==> src/rtl/vls_pkg.sv <==
package vls_pkg;

   localparam int unsigned CFG_W     = 32;
   localparam int unsigned STEP_W    = 14;
   localparam int unsigned STEP_LSB  = CFG_W - STEP_W;
   localparam int unsigned AUX_EN_B  = 15;
   localparam int unsigned AUX_VAL_W = 12;

   localparam logic [CFG_W-1:0] STEP_MASK = {{STEP_W{1'b1}}, {STEP_LSB{1'b0}}};
   localparam logic [CFG_W-1:0] AUXEN_MASK = CFG_W'(1) << AUX_EN_B;
   localparam logic [CFG_W-1:0] AUXV_MASK  = CFG_W'((1 << AUX_VAL_W) - 1);
   localparam logic [CFG_W-1:0] KEEP_MASK  = STEP_MASK | AUXEN_MASK | AUXV_MASK;

   typedef logic [STEP_W-1:0] step_t;

   typedef struct packed {
      step_t                 step;
      logic                  aux_en;
      logic [AUX_VAL_W-1:0]  aux_val;
   } cfg_t;

   function automatic cfg_t cfg_unpack(input logic [CFG_W-1:0] w);
      cfg_t c;
      c.step    = w[CFG_W-1:STEP_LSB];
      c.aux_en  = w[AUX_EN_B];
      c.aux_val = w[AUX_VAL_W-1:0];
      return c;
   endfunction

   function automatic logic [CFG_W-1:0] cfg_pack(input cfg_t c);
      logic [CFG_W-1:0] w;
      w = '0;
      w[CFG_W-1:STEP_LSB]  = c.step;
      w[AUX_EN_B]          = c.aux_en;
      w[AUX_VAL_W-1:0]     = c.aux_val;
      return w;
   endfunction

endpackage

==> src/rtl/vls_cfg_word.sv <==
module vls_cfg_word
   import vls_pkg::*;
(
   input  logic             clk,
   input  logic             rst_n,
   input  logic             we,
   input  logic [CFG_W-1:0] wdata,
   output logic [CFG_W-1:0] rdata,
   output step_t            step
);

   cfg_t cfg_q;

   initial begin
      assert (STEP_LSB + STEP_W == CFG_W) else $error("step field must end at the top bit");
      assert (AUX_EN_B < STEP_LSB && AUX_VAL_W <= AUX_EN_B)
         else $error("auxiliary fields overlap the step field");
   end

   always_ff @(posedge clk or negedge rst_n) begin
      if (!rst_n) begin
         cfg_q <= '0;
      end else if (we) begin
         cfg_q <= cfg_unpack(wdata);
      end
   end

   assign rdata = cfg_pack(cfg_q);
   assign step  = cfg_q.step;

   AST_STEP_WRITE: assert property (@(posedge clk) disable iff (!rst_n)
      we |=> step == $past(wdata[CFG_W-1:STEP_LSB]));

   AST_RSVD_DROPPED: assert property (@(posedge clk) disable iff (!rst_n)
      we |=> rdata == ($past(wdata) & KEEP_MASK));

   AST_CFG_HOLD: assert property (@(posedge clk) disable iff (!rst_n)
      !we |=> $stable(rdata));

endmodule

==> src/rtl/vls_phase_acc.sv <==
module vls_phase_acc
   import vls_pkg::*;
#(
   parameter bit LATCH_AT_RETRACE = 1'b1
) (
   input  logic  clk,
   input  logic  rst_n,
   input  logic  vretrace,
   input  logic  adv,
   input  logic  ds_en,
   input  step_t step_in,
   output logic  carry
);

   localparam int unsigned SUM_W = STEP_W + 1;

   step_t            step_act;
   step_t            phase_q;
   logic [SUM_W-1:0] sum;

   generate
      if (LATCH_AT_RETRACE) begin : g_shadow
         step_t step_sh_q;
         always_ff @(posedge clk or negedge rst_n) begin
            if (!rst_n) begin
               step_sh_q <= '0;
            end else if (vretrace) begin
               step_sh_q <= step_in;
            end
         end
         assign step_act = step_sh_q;

         AST_STEP_FROZEN: assert property (@(posedge clk) disable iff (!rst_n)
            !vretrace |=> $stable(step_act));
      end else begin : g_live
         assign step_act = step_in;
      end
   endgenerate

   assign sum   = {1'b0, phase_q} + {1'b0, step_act};
   assign carry = ds_en & sum[STEP_W];

   always_ff @(posedge clk or negedge rst_n) begin
      if (!rst_n) begin
         phase_q <= '0;
      end else if (vretrace) begin
         phase_q <= '0;
      end else if (adv && ds_en) begin
         phase_q <= sum[STEP_W-1:0];
      end
   end

   AST_PHASE_CLEAR: assert property (@(posedge clk) disable iff (!rst_n)
      vretrace |=> phase_q == '0);

   AST_PHASE_IDLE_OFF: assert property (@(posedge clk) disable iff (!rst_n)
      (adv && !ds_en && !vretrace) |=> $stable(phase_q));

   AST_PHASE_WRAP: assert property (@(posedge clk) disable iff (!rst_n)
      (adv && ds_en && !vretrace && !carry && $stable(step_act)) |=>
         phase_q >= $past(phase_q));

endmodule

==> src/rtl/vls_line_ptr.sv <==
module vls_line_ptr #(
   parameter int unsigned LINE_W = 11
) (
   input  logic              clk,
   input  logic              rst_n,
   input  logic              vretrace,
   input  logic              adv,
   input  logic              carry,
   input  logic [LINE_W-1:0] limit,
   output logic [LINE_W-1:0] ptr,
   output logic              done
);

   localparam int unsigned EXT_W = LINE_W + 1;

   logic [LINE_W-1:0] ptr_q;
   logic [EXT_W-1:0]  ptr_inc;
   logic [LINE_W-1:0] ptr_nxt;

   assign ptr_inc = {1'b0, ptr_q} + EXT_W'(1) + EXT_W'(carry);
   assign ptr_nxt = (ptr_inc >= {1'b0, limit}) ? limit : ptr_inc[LINE_W-1:0];

   always_ff @(posedge clk or negedge rst_n) begin
      if (!rst_n) begin
         ptr_q <= '0;
      end else if (vretrace) begin
         ptr_q <= '0;
      end else if (adv) begin
         ptr_q <= ptr_nxt;
      end
   end

   assign ptr  = ptr_q;
   assign done = (ptr_q >= limit);

   AST_PTR_RETRACE: assert property (@(posedge clk) disable iff (!rst_n)
      vretrace |=> ptr == '0);

   AST_PTR_IDLE: assert property (@(posedge clk) disable iff (!rst_n)
      (!adv && !vretrace) |=> $stable(ptr));

endmodule

==> src/rtl/vline_skip_dda.sv <==
module vline_skip_dda
   import vls_pkg::*;
#(
   parameter int unsigned LINE_W           = 11,
   parameter bit          LATCH_AT_RETRACE = 1'b1
) (
   input  logic              clk,
   input  logic              rst_n,
   input  logic              cfg_we,
   input  logic [31:0]       cfg_wdata,
   output logic [31:0]       cfg_rdata,
   input  logic              ds_en,
   input  logic [LINE_W-1:0] src_lines,
   input  logic              vretrace,
   input  logic              line_advance,
   output logic [LINE_W-1:0] line_idx,
   output logic              frame_done
);

   localparam int unsigned MAX_LINES = (1 << LINE_W) - 1;

   initial begin
      assert (LINE_W >= 2 && LINE_W <= 16) else $error("LINE_W out of range 2..16");
      assert (CFG_W == 32) else $error("configuration word must be 32 bits");
      assert (MAX_LINES >= 3) else $error("line space too small");
   end

   step_t step_reg;
   logic  carry;
   logic  adv_ok;

   vls_cfg_word i_cfg (
      .clk   (clk),
      .rst_n (rst_n),
      .we    (cfg_we),
      .wdata (cfg_wdata),
      .rdata (cfg_rdata),
      .step  (step_reg)
   );

   assign adv_ok = line_advance & ~frame_done & ~vretrace;

   vls_phase_acc #(
      .LATCH_AT_RETRACE (LATCH_AT_RETRACE)
   ) i_phase (
      .clk      (clk),
      .rst_n    (rst_n),
      .vretrace (vretrace),
      .adv      (adv_ok),
      .ds_en    (ds_en),
      .step_in  (step_reg),
      .carry    (carry)
   );

   vls_line_ptr #(
      .LINE_W (LINE_W)
   ) i_ptr (
      .clk      (clk),
      .rst_n    (rst_n),
      .vretrace (vretrace),
      .adv      (adv_ok),
      .carry    (carry),
      .limit    (src_lines),
      .ptr      (line_idx),
      .done     (frame_done)
   );

   AST_FIRST_LINE_ZERO: assert property (@(posedge clk) disable iff (!rst_n)
      (vretrace && line_advance) |=> line_idx == '0);

   AST_ADV_BOUNDED: assert property (@(posedge clk) disable iff (!rst_n)
      (line_advance && !frame_done && !vretrace && $stable(src_lines)) |=>
         ((line_idx == $past(line_idx) + LINE_W'(1)) ||
          (line_idx == $past(line_idx) + LINE_W'(2)) ||
          (line_idx == src_lines)));

   AST_NO_OVERRUN: assert property (@(posedge clk) disable iff (!rst_n)
      (line_advance && !vretrace && $stable(src_lines) && line_idx <= src_lines) |=>
         line_idx <= src_lines);

   AST_PASS_THROUGH: assert property (@(posedge clk) disable iff (!rst_n)
      (line_advance && !ds_en && !frame_done && !vretrace && $stable(src_lines)) |=>
         ((line_idx == $past(line_idx) + LINE_W'(1)) || (line_idx == src_lines)));

   AST_DONE_HOLD: assert property (@(posedge clk) disable iff (!rst_n)
      (frame_done && !vretrace && $stable(src_lines)) |=> $stable(line_idx));

endmodule

==> config.mk <==
export PLATFORM = sky130hd
export DESIGN_NAME = vline_skip_dda
export DESIGN_NICKNAME = d
export VERILOG_FILES = /design/src/rtl/vls_pkg.sv /design/src/rtl/vls_cfg_word.sv /design/src/rtl/vls_phase_acc.sv /design/src/rtl/vls_line_ptr.sv /design/src/rtl/vline_skip_dda.sv
export SDC_FILE = /design/constraint.sdc
export NUM_CORES = 1
export LEC_CHECK = 0
export BUFFER_PORTS_ARGS = -buffer_cell sky130_fd_sc_hd__buf_2
export CAP_MARGIN = 20
export CELL_PAD_IN_SITES_DETAIL_PLACEMENT = 2
export CELL_PAD_IN_SITES_GLOBAL_PLACEMENT = 2
export CORE_ASPECT_RATIO = 0.75
export CORE_MARGIN = 2
export CORE_UTILIZATION = 34
export DETAILED_ROUTE_END_ITERATION = 12
export GPL_TIMING_DRIVEN = 0
export PLACE_DENSITY = 0.9
export SYNTH_ARGS = -nofsm -noshare
export SYNTH_HDL_FRONTEND = slang
export SYNTH_SLANG_ARGS = --single-unit
==> constraint.sdc <==
create_clock -name clk -period 6.4 [get_ports clk]
set_input_delay 0.64 -clock clk [delete_from_list [all_inputs] [get_ports clk]]
set_output_delay 0.64 -clock clk [all_outputs]
set_load 0.05 [all_outputs]
==> impl_metrics.csv <==
group,metric,value,unit
run_status,outcome,"finished clean",
global_routing,grt_max_degree,67,
clock_tree,tritoncts,"yes",
cells_and_area,num_antenna_cells,0,
global_routing,antenna_found_initial,0,
place,gp_congestion,0.8658,
timing,fin_worst_skew,10.73,ps
synthesis,synth_cell_type_count,53,
floorplanning,io_pins,93,
global_routing,grt_pass1_vias,4057,
worst_setup_path,cp.arrival,5680,ps
timing,maxSlewViolCount,0,
synthesis,synth_area,4199,um^2
drt,drt_iter0_markers,121,
floorplanning,die_x,132.3,um
clock_tree,cts_root_buf,"clkbuf_16",
clock_tree,cts.path.max_buffers,2,
synthesis,ys_top_cells_by_count,"dfrtp_1, mux2_2, ha_1",
drt,drc_errors,0,
run,cap_viol_max_count,0,
floorplanning,fp.dieH,100.2,um
timing,slew_headroom,41.57,%
clock_tree,cts.sinks,66,
timing,finalSetupViolCount,0,
timing,fin_crit,5494,ps
power_and_ir_drop,power.density,265.5,nW/um^2
global_routing,grt_pass1_wl,21.76,mm
floorplanning,start_util,34.49,%
timing,rsz0062_at_grt,"no",
synthesis,seq_area_frac_synth,39.33,%
min_path,hp-class,"primary input to asynchronous set/reset pin",
worst_setup_path,path_class,"register to register",
clock_tree,cts-htree-levels,3,
synthesis,synth_ff_type,"dfrtp_1",
cells_and_area,fin_util,42.30,%
timing,hold_viol,0,
clock_tree,worstSkewPairLatency,340,ps
clock_tree,path_clk_slew,60,ps
global_routing,grtUsageTotal,20.95,%
drt,routed_wl,13.08,mm
drt,vias,3517,
drt,final_antenna_net_count,0,
place,hpwl,9.721,mm
synthesis,ys_async_sr_fraction,100.0,%
power_and_ir_drop,p_leak,2.543,nW
synthesis,yosys.area.top_type,"dfrtp_1",
power_and_ir_drop,vdd.ir_drop.worst,0.0001295,V
floorplanning,core-area,12170,um^2
synthesis,yosysWarnings,0,
synthesis,synth_top_area_share,39.33,%
timing,worst_pin_slew,876.4,ps
timing,timing.final.crit_share,85.85,%
synthesis,ys_seq_elements,66,
cells_and_area,final_nets,587,
clock_tree,post_cts_buffers,0,
timing,whs,435.0,ps
global_routing,grt-ovfl-total,0,
clock_tree,cts_hold_buf,0,
drt,drt-pass1-iter-count,4,
cells_and_area,drive_gt1_share,31.41,%
worst_setup_path,end_kind,"register",
synthesis,postSynthAreaPerCell,10.42,um^2
drt,vias_per_cell,5.257,
synthesis,netlist_instances,403,
synthesis,synth-edff-count,0,
worst_setup_path,crit_required,6580,ps
floorplanning,placementRows,35,
timing,max_freq,182.0,MHz
worst_setup_path,cp_max_fo,10,
clock_tree,cts-buffers-inserted,9,
floorplanning,dieArea,13260,um^2
synthesis,yosys-top-cells-area,"dfrtp_1, ha_1, mux2_2, a21oi_1, mux2i_1",
worst_setup_path,startpoint_type,"register",
synthesis,synthMostInstantiatedCell,"dfrtp_1",
timing,finalSetupTns,0,ps
place,io_buffer_count,80,
drt,wl_per_cell,19.55,um
clock_tree,post_cts_resized,0,
cells_and_area,area_growth,22.65,%
layout by cell type, fill, tap and decap left out, drive strengths merged, types with 2 or more instances in the layout:
cell,synthesis,routed
buf,10,90
nand4,3,3
and4b,2,2
and3,2,2
conb,1,5
or3,2,2
o211ai,2,2
o21ai,19,19
ha,39,39
mux2,40,40
o22ai,7,7
a211oi,11,11
xnor2,12,12
dfrtp,66,66
nand2b,5,5
mux2i,12,12
a21oi,31,31
nand3b,2,2
xor2,6,6
nand3,19,19
nor2,18,18
inv,29,29
nand2,23,23
o32ai,7,7
clkinvlp,0,2
clkbuf,8,21
a21o,10,10
kinds of logic after synthesis:
family | Yosys count | synth area share [%]
other | 1 | 0.08931
adder cells (fa/ha/maj) | 40 | 12.10
buffers and inverters | 48 | 5.840
multiplexers | 52 | 13.59
AND/OR/NAND/NOR | 82 | 9.803
flip-flops | 66 | 39.33
AO/OA/AOI/OAI | 96 | 15.49
XOR/XNOR | 18 | 3.754
worst paths after layout:
kind | from | endpoint | slack, ps | depth (start not counted)
min in group clk | i_cfg.rdata[6] | i_cfg.rdata[6] | 510 | 1
setup / recovery | i_phase.g_shadow.step_sh_q[0] | i_ptr.ptr[7] | 910 | 22
setup reg to reg | i_phase.g_shadow.step_sh_q[0] | i_ptr.ptr[7] | 910 | 22
hold reg to reg | i_cfg.rdata[6] | i_cfg.rdata[6] | 510 | 1
max in group asynchronous | rst_n | i_cfg.rdata[15] | 5410 | 1
hold / removal | rst_n | i_ptr.ptr[10] | 430 | 1
routing by layer:
metal,GRT usage [%],wire length (um),up-vias
met5,0,0,-
met4,7.031,191,0
met3,3.737,420,16
met2,36.43,6510,77
met1,26.53,5956,1782
li1,-,-,1642
final cells by class:
| class | count | area [um^2] |
|---|---|---|
| Buffer | 18 | 132.6 |
| Timing Repair Buffer | 80 | 402.9 |
| Multi-Input combinational cell | 293 | 2317 |
| Clock inverter | 3 | 45.04 |
| Tap cell | 166 | 207.7 |
| Sequential cell | 66 | 1652 |
| Inverter | 30 | 112.6 |
| Clock buffer | 13 | 280.3 |
| Fill cell | 1341 | 7024 |
worst max-delay path, cell delays in order (launching register included):
cell      delay (ps)
dfrtp_1          370
ha_1             190
inv_1             70
fa_1             380
nand2b_1         210
a21o_1           210
a211o_1          320
a32oi_2          290
a41oi_1          200
ha_1             240
inv_1            110
ha_1             160
nand3_1          150
or3_1            420
xnor2_1          160
ha_1             300
a21o_1           190
a21oi_1          260
o221ai_2         160
a21oi_4          320
buf_6            240
mux2i_1          240
o32ai_1          130
per-stage QoR:
stage / std cells / power (mW) / instance area, um^2 / setup WS, ps
after floorplan: 407 / 0.7312 / 4214 / 1943
after global placement: 653 / 0.8103 / 4822 / 1288
after detailed placement: 653 / 0.8331 / 4825 / 958.7
after CTS: 669 / 1.380 / 5150 / 890.5
after global routing: 669 / 1.430 / 5150 / 526.3
final: 669 / 1.367 / 5150 / 905.9
power breakdown:
| group | total, mW | switching, mW | internal, mW |
|---|---|---|---|
| clock network | 0.537 | 0.193 | 0.344 |
| registers | 0.487 | 0.0290 | 0.458 |
| logic | 0.344 | 0.220 | 0.124 |
| total | 1.37 | 0.441 | 0.926 |
No activity file was read; power rests on OpenSTA's default activity.
